==> config.mk <==
export PLATFORM = sky130hd
export DESIGN_NAME = busfree_seq
export DESIGN_NICKNAME = d
export VERILOG_FILES = /design/src/rtl/busfree_pkg.sv /design/src/rtl/busfree_sync.sv /design/src/rtl/busfree_tick.sv /design/src/rtl/busfree_wdog.sv /design/src/rtl/busfree_seq.sv
export SDC_FILE = /design/constraint.sdc
export NUM_CORES = 1
export LEC_CHECK = 0
export BUFFER_PORTS_ARGS = -buffer_cell sky130_fd_sc_hd__clkbuf_2
export CAP_MARGIN = 40
export CORE_ASPECT_RATIO = 0.75
export CORE_MARGIN = 2
export CORE_UTILIZATION = 37
export DETAILED_ROUTE_END_ITERATION = 8
export SETUP_SLACK_MARGIN = 0.1
export SYNTH_ARGS = -nofsm -noshare
export SYNTH_HDL_FRONTEND = slang
export SYNTH_SLANG_ARGS = --single-unit
==> constraint.sdc <==
create_clock -name clk -period 2.7 [get_ports clk]
set_clock_uncertainty 0.05 [all_clocks]
set_input_delay 0.135 -clock clk [delete_from_list [all_inputs] [get_ports clk]]
set_output_delay 0.135 -clock clk [all_outputs]
set_load 0.01 [all_outputs]
==> src/rtl/busfree_pkg.sv <==
package busfree_pkg;

    typedef enum logic [2:0] {
        ST_IDLE  = 3'd0,
        ST_CHECK = 3'd1,
        ST_LOW   = 3'd2,
        ST_HIGH  = 3'd3,
        ST_START = 3'd4,
        ST_STOP  = 3'd5
    } rec_state_e;

    typedef struct packed {
        logic scl_low;
        logic sda_low;
    } line_drive_t;

    localparam int DEF_MAX_PULSES = 9;

    // Pull-low enables that each state applies to the bus.
    function automatic line_drive_t drive_for(rec_state_e s);
        line_drive_t d;
        d.scl_low = (s == ST_LOW);
        d.sda_low = (s == ST_START);
        return d;
    endfunction

    // States in which the clock line is left floating and must read high.
    function automatic logic clock_released(rec_state_e s);
        return (s == ST_CHECK) || (s == ST_HIGH) ||
               (s == ST_START) || (s == ST_STOP);
    endfunction

endpackage

==> src/rtl/busfree_sync.sv <==
module busfree_sync #(
    parameter int   STAGES  = 2,
    parameter logic RST_VAL = 1'b1
) (
    input  logic clk,
    input  logic rst,
    input  logic d,
    output logic q
);
    generate
        if (STAGES <= 1) begin : g_single
            logic r;
            always_ff @(posedge clk) begin
                if (rst) r <= RST_VAL;
                else     r <= d;
            end
            assign q = r;
        end else begin : g_chain
            logic [STAGES-1:0] chain;
            always_ff @(posedge clk) begin
                if (rst) chain <= {STAGES{RST_VAL}};
                else     chain <= {chain[STAGES-2:0], d};
            end
            assign q = chain[STAGES-1];
        end
    endgenerate
endmodule

==> src/rtl/busfree_tick.sv <==
module busfree_tick #(
    parameter int HALF_CYC = 250
) (
    input  logic clk,
    input  logic rst,
    input  logic clr,
    input  logic run,
    output logic tick
);
    localparam int CW = (HALF_CYC > 2) ? $clog2(HALF_CYC) : 2;
    localparam logic [CW-1:0] LAST = CW'(HALF_CYC - 1);

    logic [CW-1:0] cnt;

    assign tick = run && (cnt == LAST);

    always_ff @(posedge clk) begin
        if (rst || clr || tick || !run) cnt <= '0;
        else                            cnt <= cnt + CW'(1);
    end

    a_r4_tick_bound: assert property (@(posedge clk) disable iff (rst)
        cnt <= LAST);
endmodule

==> src/rtl/busfree_wdog.sv <==
module busfree_wdog #(
    parameter int WD_CYC = 100000
) (
    input  logic clk,
    input  logic rst,
    input  logic clr,
    input  logic run,
    output logic expire
);
    localparam int WW = $clog2(WD_CYC + 1);
    localparam logic [WW-1:0] LAST = WW'(WD_CYC - 1);

    logic [WW-1:0] cnt;

    assign expire = run && (cnt == LAST);

    always_ff @(posedge clk) begin
        if (rst || clr || !run || expire) cnt <= '0;
        else                              cnt <= cnt + WW'(1);
    end

    a_r7_wd_bound: assert property (@(posedge clk) disable iff (rst)
        cnt <= LAST);
endmodule

==> src/rtl/busfree_seq.sv <==
module busfree_seq
    import busfree_pkg::*;
#(
    parameter int HALF_CYC    = 250,
    parameter int WD_CYC      = 100000,
    parameter int MAX_PULSES  = DEF_MAX_PULSES,
    parameter int SYNC_STAGES = 2
) (
    input  logic clk,
    input  logic rst,
    input  logic start_i,
    input  logic scl_in,
    input  logic sda_in,
    output logic scl_oe,
    output logic sda_oe,
    output logic done_o,
    output logic ok_o
);
    localparam int PW = $clog2(MAX_PULSES + 1);
    localparam logic [PW-1:0] PMAX  = PW'(MAX_PULSES);
    localparam logic [PW-1:0] PLAST = PW'(MAX_PULSES - 1);

    rec_state_e  state_q, state_d;
    logic [PW-1:0] pulse_q, pulse_d;
    logic        done_q, done_d, ok_q, ok_d;
    logic        scl_s, sda_s;
    logic        tick, wd_exp, released, tick_run, wd_run, clr;
    line_drive_t drv;

    busfree_sync #(.STAGES(SYNC_STAGES), .RST_VAL(1'b1)) u_sync_scl (
        .clk(clk), .rst(rst), .d(scl_in), .q(scl_s));
    busfree_sync #(.STAGES(SYNC_STAGES), .RST_VAL(1'b1)) u_sync_sda (
        .clk(clk), .rst(rst), .d(sda_in), .q(sda_s));

    assign released = clock_released(state_q);
    assign tick_run = (state_q == ST_LOW) ? 1'b1 : (released && scl_s);
    assign wd_run   = released && !scl_s;
    assign clr      = (state_d != state_q) || (state_q == ST_IDLE);

    busfree_tick #(.HALF_CYC(HALF_CYC)) u_tick (
        .clk(clk), .rst(rst), .clr(clr), .run(tick_run), .tick(tick));
    busfree_wdog #(.WD_CYC(WD_CYC)) u_wdog (
        .clk(clk), .rst(rst), .clr(clr), .run(wd_run), .expire(wd_exp));

    always_comb begin
        state_d = state_q;
        pulse_d = pulse_q;
        done_d  = 1'b0;
        ok_d    = ok_q;
        unique case (state_q)
            ST_IDLE: begin
                if (start_i) begin
                    state_d = ST_CHECK;
                    pulse_d = '0;
                end
            end
            ST_CHECK: begin
                if (wd_exp) begin
                    state_d = ST_IDLE; done_d = 1'b1; ok_d = 1'b0;
                end else if (tick) begin
                    if (sda_s)                state_d = ST_START;
                    else if (pulse_q == PMAX) begin
                        state_d = ST_IDLE; done_d = 1'b1; ok_d = 1'b0;
                    end else                  state_d = ST_LOW;
                end
            end
            ST_LOW: begin
                if (tick) state_d = ST_HIGH;
            end
            ST_HIGH: begin
                if (wd_exp) begin
                    state_d = ST_IDLE; done_d = 1'b1; ok_d = 1'b0;
                end else if (tick) begin
                    pulse_d = pulse_q + PW'(1);
                    if (sda_s)                 state_d = ST_CHECK;
                    else if (pulse_q == PLAST) begin
                        state_d = ST_IDLE; done_d = 1'b1; ok_d = 1'b0;
                    end else                   state_d = ST_LOW;
                end
            end
            ST_START: begin
                if (wd_exp) begin
                    state_d = ST_IDLE; done_d = 1'b1; ok_d = 1'b0;
                end else if (tick) state_d = ST_STOP;
            end
            ST_STOP: begin
                if (wd_exp) begin
                    state_d = ST_IDLE; done_d = 1'b1; ok_d = 1'b0;
                end else if (tick) begin
                    state_d = ST_IDLE; done_d = 1'b1; ok_d = sda_s;
                end
            end
            default: state_d = ST_IDLE;
        endcase
    end

    always_ff @(posedge clk) begin
        if (rst) begin
            state_q <= ST_IDLE;
            pulse_q <= '0;
            done_q  <= 1'b0;
            ok_q    <= 1'b0;
        end else begin
            state_q <= state_d;
            pulse_q <= pulse_d;
            done_q  <= done_d;
            ok_q    <= ok_d;
        end
    end

    assign drv    = drive_for(state_q);
    assign scl_oe = drv.scl_low;
    assign sda_oe = drv.sda_low;
    assign done_o = done_q;
    assign ok_o   = ok_q;

    // completion pulse lasts one cycle and leaves the bus released
    a_r8_done_single: assert property (@(posedge clk) disable iff (rst)
        done_o |=> !done_o);
    a_r8_released_after: assert property (@(posedge clk) disable iff (rst)
        done_o |-> (!scl_oe && !sda_oe));
    // data driver moves only with the clock released; Start needs an idle bus
    a_r3_sda_moves_scl_free: assert property (@(posedge clk) disable iff (rst)
        (sda_oe != $past(sda_oe)) |-> (!scl_oe && !$past(scl_oe)));
    a_r3_start_on_idle: assert property (@(posedge clk) disable iff (rst)
        $rose(sda_oe) |-> $past(scl_s && sda_s));
    // data stays released whenever the clock is pulled low
    a_r4_sda_free_clocking: assert property (@(posedge clk) disable iff (rst)
        $rose(scl_oe) |-> !sda_oe);
    // pulse count never exceeds its bound
    a_r6_pulse_bound: assert property (@(posedge clk) disable iff (rst)
        pulse_q <= PMAX);
    // watchdog expiry ends the run as a failure
    a_r7_wd_fails: assert property (@(posedge clk) disable iff (rst)
        wd_exp |=> (done_o && !ok_o));
    // requests during a run do not restart it
    a_r9_busy_ignored: assert property (@(posedge clk) disable iff (rst)
        (state_q != ST_IDLE && start_i && !done_d) |=> (state_q != ST_IDLE));
endmodule

==> results.toml, run 1 <==
[run_status]
status = "completed"

[hold_path]
min_path_type = "input port to flop"
min_to = "ok_o"
hold_start = "rst"
hold_depth = 2

[routing]
drtIter0Drc = 62
num_vias = 1488
wl_per_cell_um = 12.1
via_per_inst = 5.11
drc = 0
totalWireLength_um = 3530
dr.pass1.iters = 6
antenna_left = 0

[floorplan]
fp.dieW_um = 85.7
core_mm2 = 0.00484
io_pins = 9
die_y_um = 65.3
dieArea_mm2 = 0.00559
start_util = 0.382
placementRows = 22

[critical_path]
critPathMaxFanout = 18
r2r_start = "state_q[2]"
critical_path.top_delay_family = "compound AO/OA/AOI/OAI gates"
r2r-end = "state_q[1]"
slowest_stage = "dfxtp_1"
cp_num_buf_inv = 0
start_kind = "flop"
crit_path_end_kind = "flop"
worstPathCellList = "nand2b_1 > a211o_1 > or3_1 > a21o_1 > a32o_1"
setup.worst_path.start = "state_q[2]"
r2r_cells = 5
worstPathRequired_ns = 2.84
reg2reg_slack_ns = 0.57
critical_path_class = "flop to flop"
cp.arrival_ns = 2.26
critPathMaxStageDelay_ns = 0.67

[placement]
place.gp.congestion = 0.780
dpl.hpwl_um = 2470
numPortBuffers = 8
place_inst = 282

[clocking]
ctsResizeCount = 0
cts_made_buffers = 5
cts_tree = "done"
htreeDepth = 2
clock_path_buffers = 2
clkTransAtPathRegs_ns = 0.07
cts_hold_buffers = 2
clk_root_buffer_cell = "clkbuf_8"
postCtsSetupBuffers = 0
clk_latency_ns = 0.29
clkSinkCount = 38

[grt]
grt_max_degree = 19
grt-ovfl-total = 0
grt_usage = 0.139
grt_pass1_wl_um = 6180
grt_pass1_vias = 1336
antenna_found_initial = 0

[yosys]
syn_inst = 222
synth-simple-area-share = 0.284
synth-xor-area-share = 0.0993
synthTopCellsByArea = "dfxtp_1 (41%), nor2_1 (8.9%), xor2_1 (5.2%)"
syn_area_per_cell_um2 = 8.34
synth_top_area_frac = 0.411
ys_seq_elements = 38
yosysWarnings = 0
synth-seq-area-share = 0.411
syn_area_mm2 = 0.00185
synth_compound_area_frac = 0.129
synth_top_area_cell = "dfxtp_1"
synth.distinct_cells = 40
synthAdderAreaFrac = 0.0405
synth_top_family_by_area = "simple AND/OR/NAND/NOR gates"
synth.area.mux_share = 0
syn_nets = 233

[cells_and_area]
layout.cells.non_filler = 291
drive_above_1_share = 0.104
nets = 242
antenna_cells = 0
area_growth_pct = 11.8

[power_and_ir_drop]
leakage_nw = 0.692
power_density_mw_per_mm2 = 533
vdd_drop_max_v = 0.000306

[timing]
drv_slew = 0
setup_viol = 0
timing.final.crit_share = 0.787
finalHoldViolations = 0
max_freq_mhz = 470
post-route-min-period_ns = 2.13
slew_headroom = 0.633
tightest_slew_ns = 0.549
tns_ns = 0
rsz0062_at_grt = "false"

[run]
maxCapViolations = 0
## cell usage in the layout, fill, tap and decap left out, types with 2 or more instances in the layout
| cell type | n |
|---|---|
| dfxtp_1 | 38 |
| inv_1 | 8 |
| or2_2 | 5 |
| a211oi_1 | 6 |
| o211ai_1 | 4 |
| nand3_1 | 12 |
| nor4_1 | 2 |
| nand4_1 | 4 |
| nand2b_1 | 6 |
| a21boi_0 | 2 |
| clkbuf_2 | 8 |
| xnor2_1 | 10 |
| or3_1 | 2 |
| nand2_1 | 14 |
| o21a_1 | 2 |
| clkbuf_8 | 6 |
| nor2_1 | 44 |
| ha_1 | 6 |
| a21oi_1 | 6 |
| and2_1 | 2 |
| nor3_1 | 7 |
| xor2_1 | 11 |
| nand3b_1 | 2 |
| a31oi_1 | 2 |
| o21ai_0 | 3 |
| dlygate4sd3_1 | 2 |
## worst max path at each step
stage / to / slack [ns] / depth (start not counted)
finish: state_q[1] / 0.57 / 5
global placement: state_q[1] / 0.65 / 5
detailed placement: state_q[1] / 0.60 / 5
floorplan: state_q[1] / 0.72 / 7
CTS: state_q[1] / 0.58 / 5
global route: state_q[1] / 0.46 / 5
## where the power goes
part,switching [mW],internal (mW)
Sequential,0.00726,0.566
Clock,0.193,0.296
Combinational,0.0249,0.0172
## cells in the mapped netlist
library cell and n:
a32o_1 1, nand2b_1 6, inv_1 8, a21boi_0 2, and3_2 1, a211o_1 1
o211ai_1 4, o21ai_0 3, nand4_4 1, and2_1 2, o22ai_1 1, nand3_1 12
nor4_1 2, nand2_1 14, xnor2_1 10, buf_2 3, ha_1 6, nor4b_1 1
nor2b_1 1, xor2_1 11, o21a_1 2, dfxtp_1 38, nor3_1 7, or2_2 5
a21o_1 1, nor3_4 1, a221oi_1 1, or3_1 2, nor2_1 44, a211oi_1 6
clkbuf_1 6, and3_1 1, a31oi_1 2, o211a_1 1, a2111oi_0 1, nand3b_1 2
o31ai_1 1, a21oi_1 6, nand4_1 4, a32oi_1 1
## per-layer routing
metal,GRT usage,share of wire,vias up
met5,0,0,-
met4,0.0536,0.011,0
met3,0.0440,0.049,4
met2,0.190,0.38,36
met1,0.201,0.56,671
li1,-,-,777
## final cells by class
cell class | instances | area [um^2]
fill | 501 | 2780
clock buffer | 6 | 82.6
clock inverter | 1 | 30.0
timing repair buffer | 11 | 67.6
tap | 60 | 75.1
multi-input combinational | 167 | 1020
sequential | 38 | 761
inverter | 8 | 30.0
## registers in the layout, indices dropped and copies added, names as in the netlist
signal,cells
state_q,3
u_sync_scl.g_chain.chain,2
u_wdog.cnt,17
u_sync_sda.g_chain.chain,2
ok_o,1
u_tick.cnt,8
pulse_q,4
done_o,1
## cells by family after synthesis
logic type               Yosys count
XOR/XNOR                          21
adder cells (fa/ha/maj)            6
AO/OA/AOI/OAI                     34
flip-flops                        38
AND/OR/NAND/NOR                  106
buffers and inverters             17
## stage by stage
step | hold WS, ns | total power, mW | setup slack (ns) | util | area, um^2
final | 0.180 | 1.10 | 0.574 | 0.427 | 2070
after global routing | 0.207 | 1.15 | 0.460 | 0.427 | 2070
after CTS | 0.169 | 1.12 | 0.578 | 0.427 | 2070
after detailed placement | 0.272 | 0.626 | 0.600 | 0.400 | 1940
after global placement | 0.271 | 0.626 | 0.646 | 0.400 | 1940
after floorplan | 0.189 | 0.614 | 0.722 | - | 1850
(Power assumes the default switching activity.)
==> run 2: changes to the inputs <==
- clock period: 2.7 -> 2.1 ns (I/O delays scaled with it)
==> run 2 against run 1 <==
Effect of this change:
- global-route usage grew 0.77 points
- first-iteration DRC count is 4.8% lower
- routed wire length up 2.3%
- design area is 4.5% higher
- sequential share of layout area fell by 1.5 points
- final cell count increased by 3.1%
- critical path depth grew 1
==> results.toml, run 2 (same netlist as run 1, synthesis figures left out) <==
[run_status]
status = "completed"

[clocking]
clock_path_buffers = 2
clk_latency_ns = 0.29
htreeDepth = 2
clk_root_buffer_cell = "clkbuf_8"
cts_made_buffers = 5
cts_tree = "done"
clkTransAtPathRegs_ns = 0.09
clkSinkCount = 38

[critical_path]
cp.arrival_ns = 2.09
endpoint = "state_q[1]"
critPathMaxStageDelay_ns = 0.37
critical_path.top_delay_family = "compound AO/OA/AOI/OAI gates"
crit_path_end_kind = "flop"
r2r_cells = 6
r2r-end = "state_q[1]"
cp.depth = 6
critPathMaxFanout = 6
worstPathRequired_ns = 2.23
start_kind = "flop"
reg2reg_slack_ns = 0.14
slowest_stage = "dfxtp_1"
cp_num_buf_inv = 0
r2r_start = "u_wdog.cnt[1]"
critical_path_class = "flop to flop"
setup.worst_path.start = "u_wdog.cnt[1]"
worstPathCellList = "ha_2 > nand4_4 > a211o_1 > or3_4 > a21o_1 > a32o_1"

[power_and_ir_drop]
vdd_drop_max_v = 0.000629
seqPwrFrac = 0.473
combinationalPowerShare = 0.039
clockPowerShare = 0.487
power_density_mw_per_mm2 = 716
switchingPower_mw = 0.319
p_int_mw = 1.23
switching_share = 0.206
leakage_nw = 0.741
p_total_mw = 1.55

[floorplan]
die_y_um = 65.3
core_mm2 = 0.00484
start_util = 0.382
dieArea_mm2 = 0.00559
fp.dieW_um = 85.7
placementRows = 22
io_pins = 9

[run]
maxCapViolations = 0

[placement]
dpl.hpwl_um = 2550
place_inst = 290
placed_area_mm2 = 0.00200
numPortBuffers = 8
place_ws_ns = 0.0806
place.gp.congestion = 0.812

[cells_and_area]
drive_above_1_share = 0.150
largest_register = "u_wdog.cnt"
final_cell_mix = "nor2_1 (44), dfxtp_1 (37), nand2_1 (14)"
largest_reg_flops = 17
n_fill_cell = 480
nets = 250
mostFrequentLayoutCell = "nor2_1"
layout.cells.non_filler = 300
area_growth_pct = 16.8
antenna_cells = 0
largestRegisters = "u_wdog.cnt: 17 flops, u_tick.cnt: 8 flops, pulse_q: 4 flops"
final_area_mm2 = 0.00216

[routing]
via_per_inst = 5.07
num_vias = 1521
dr.pass1.iters = 4
totalWireLength_um = 3610
antenna_left = 0
drtIter0Drc = 59
drc = 0
wl_per_cell_um = 12.0

[timing]
setup_viol = 0
timing.final.crit_share = 0.931
drv_slew = 0
post-route-min-period_ns = 1.96
slew_headroom = 0.707
fin_ws_ns = 0.144
tightest_slew_ns = 0.435
finalHoldViolations = 0
tns_ns = 0
max_freq_mhz = 511
rsz0062_at_grt = "true"

[hold_path]
hold_depth = 2
min_path_type = "input port to flop"

[grt]
grt_pass1_vias = 1424
grt_usage = 0.147
antenna_found_initial = 0
grt_pass1_wl_um = 6600
grt_max_degree = 16
grt-ovfl-total = 0
run 2: layout make-up:
type	instances	area, um^2	share of cell area
Multi-Input combinational cell	167	1030	0.477
Clock inverter	3	68.8	0.0318
Timing Repair Buffer	19	128	0.0590
Sequential cell	38	762	0.352
Tap cell	60	75.1	0.0347
Inverter	8	30.0	0.0139
Clock buffer	5	68.8	0.0318
run 2: what timing repair did:
action	4_1_cts	5_1_grt
gates resized for setup	2	1
endpoints found under the hold margin	2	0
pin swaps	0	1
buffers inserted	0	0
endpoints found under the setup margin	2	3
hold buffers	2	0
run 2: through the flow:
| stage | hold slack (ns) | utilization |
|---|---|---|
| after floorplan | 0.159 | - |
| after global placement | 0.239 | 0.412 |
| after detailed placement | 0.241 | 0.412 |
| after CTS | 0.147 | 0.446 |
| after global routing | 0.171 | 0.447 |
| final | 0.139 | 0.447 |
run 2: how the worst min path moves through the flow:
| stage | startpoint | to | slack (ns) |
|---|---|---|---|
| after floorplan | scl_in | u_sync_scl.g_chain.chain[0] | 0.16 |
| after global placement | sda_in | u_sync_sda.g_chain.chain[0] | 0.24 |
| after detailed placement | sda_in | u_sync_sda.g_chain.chain[0] | 0.24 |
| after CTS | rst | ok_o | 0.15 |
| after global routing | rst | pulse_q[2] | 0.17 |
| final | rst | pulse_q[2] | 0.14 |
run 2: metal layers:
| layer | vias to the layer above | wire length [um] | track usage |
|---|---|---|---|
| met1 | 702 | 2000 | 0.217 |
| met2 | 23 | 1440 | 0.209 |
| li1 | 792 | - | - |
| met5 | - | 0 | 0 |
| met4 | 0 | 46 | 0.0417 |
| met3 | 4 | 115 | 0.0377 |
run 2: power by group through the flow:
stage | combinational [mW] | sequential (mW) | clock, mW
finish | 0.0605 | 0.733 | 0.755
global route | 0.0683 | 0.734 | 0.801
CTS | 0.0609 | 0.733 | 0.773
detailed placement | 0.0576 | 0.750 | 0
global placement | 0.0577 | 0.749 | 0
floorplan | 0.0417 | 0.747 | 0
==> run 3: changes to the inputs <==
- CORE_MARGIN: 2 -> 4
==> run 3 against run 2 <==
Effect of this change:
- sequential share of layout area rose by 0.27 points
- highest routed layer unchanged
- non-clock buffer count did not move
- register-to-register slack improved by 0.02 ns
- first-iteration DRC count rose by 95%
- via count rose by 0.46%
- critical path type unchanged
==> results.toml, run 3 (same netlist as run 1, synthesis figures left out) <==
[cells_and_area]
area_growth_pct = 15.7
mostFrequentLayoutCell = "nor2_1"
drive_above_1_share = 0.142
antenna_cells = 0
largest_register = "u_wdog.cnt"
nets = 250
largestRegisters = "u_wdog.cnt: 17 flops, u_tick.cnt: 8 flops, pulse_q: 4 flops"
largest_reg_flops = 17
final_core_util = 0.461
final_cell_mix = "nor2_1 (44), dfxtp_1 (38), nand2_1 (14)"

[clocking]
htreeDepth = 2
cts_tree = "done"
clkTransAtPathRegs_ns = 0.07
clk_root_buffer_cell = "clkbuf_8"
clkSinkCount = 38
cts_made_buffers = 5
clock_path_buffers = 2
clk_latency_ns = 0.28

[routing]
totalWireLength_um = 3630
drtIter0Drc = 115
via_per_inst = 5.14
antenna_left = 0
wl_per_cell_um = 12.2
dr.pass1.iters = 4
num_vias = 1528
drc = 0

[critical_path]
critical_path_class = "flop to flop"
critPathMaxFanout = 6
reg2reg_slack_ns = 0.17
r2r_start = "u_wdog.cnt[0]"
worstPathRequired_ns = 2.23
crit_path_end_kind = "flop"
setup.worst_path.start = "u_wdog.cnt[0]"
r2r_cells = 6
cp.arrival_ns = 2.06
start_kind = "flop"

[floorplan]
die_y_um = 69.3
core_mm2 = 0.00465
placementRows = 21
start_util = 0.398
dieArea_mm2 = 0.00621
fp.dieW_um = 89.7
io_pins = 9

[timing]
drv_slew = 0
setup_viol = 0
holdWs_ns = 0.170
max_freq_mhz = 517
tightest_slew_ns = 0.406
post-route-min-period_ns = 1.93
slew_headroom = 0.727
finalHoldViolations = 0
rsz0062_at_grt = "true"
timing.final.crit_share = 0.921
tns_ns = 0

[hold_path]
hold_depth = 2
min_path_type = "input port to flop"
hold_start = "rst"

[grt]
grt_pass1_wl_um = 6330
grt_pass1_vias = 1391
antenna_found_initial = 0
grt_usage = 0.126
grt_max_degree = 17
grt-ovfl-total = 0

[placement]
numPortBuffers = 8
place.gp.congestion = 0.808
dpl.hpwl_um = 2570

[power_and_ir_drop]
power_density_mw_per_mm2 = 652
vdd_drop_max_v = 0.000404
leakage_nw = 0.725

[run_status]
status = "completed"

[run]
maxCapViolations = 0
[run 3: cell types whose count changed in the layout (fill, tap and decap cells not counted), sizes merged]
cell    change
clkinv      -1
bufinv      -1
clkbuf      +2
[run 3: worst paths after layout]
path	endpoint
setup reg to reg	state_q[1]
hold / removal	pulse_q[1]
hold reg to reg	u_sync_sda.g_chain.chain[1]
setup / recovery	state_q[1]
[run 3: where the power goes]
part / internal (mW) / leakage [nW] / switching (mW) / total [mW]
registers: 0.727 / 0.307 / 0.00561 / 0.733
logic: 0.0253 / 0.365 / 0.0352 / 0.0604
clock network: 0.356 / 0.0524 / 0.248 / 0.603
[run 3: critical path, cell delays in order, from the launching register on]
cell and delay (ns):
dfxtp_1 0.43, ha_4 0.19, nand4_4 0.09, a211o_1 0.28, or3_4 0.37, a21o_1 0.19, a32o_1 0.23
[run 3: what timing repair did]
action                                  CTS  global route
pin swaps                                 0             1
gates resized for setup                   2             2
cloned                                    0             0
endpoints found under the hold margin     2             0
buffers inserted                          0             0
hold buffers                              2             0
endpoints found under the setup margin    1             3
[run 3: cell type report]
| cell class | count | area [um^2] |
|---|---|---|
| multi-input cells | 167 | 1050 |
| well taps | 57 | 71.3 |
| repair buffers | 19 | 128 |
| clock inverters | 1 | 30.0 |
| inverters | 8 | 30.0 |
| flip-flops and latches | 38 | 761 |
| clock buffers | 7 | 76.3 |
| fillers | 450 | 2510 |
[run 3: layer usage]
layer | share of wire | routed length [um] | vias to the layer above | track usage
met1 | 0.55 | 1990 | 705 | 0.195
met2 | 0.40 | 1470 | 27 | 0.162
met5 | 0 | 0 | - | 0
met4 | 0.0066 | 24 | 0 | 0.0364
li1 | - | - | 794 | -
met3 | 0.043 | 155 | 2 | 0.0380
[run 3: metrics by stage]
step / cell area [um^2] / cells / setup WS [ns] / total power, mW
after floorplan: 1850 / 222 / 0.122 / 0.789
after global placement: 1990 / 287 / 0.132 / 0.807
after detailed placement: 1990 / 287 / 0.0632 / 0.806
after CTS: 2130 / 297 / 0.154 / 1.42
after global routing: 2140 / 297 / 0.0758 / 1.45
final: 2140 / 297 / 0.166 / 1.40
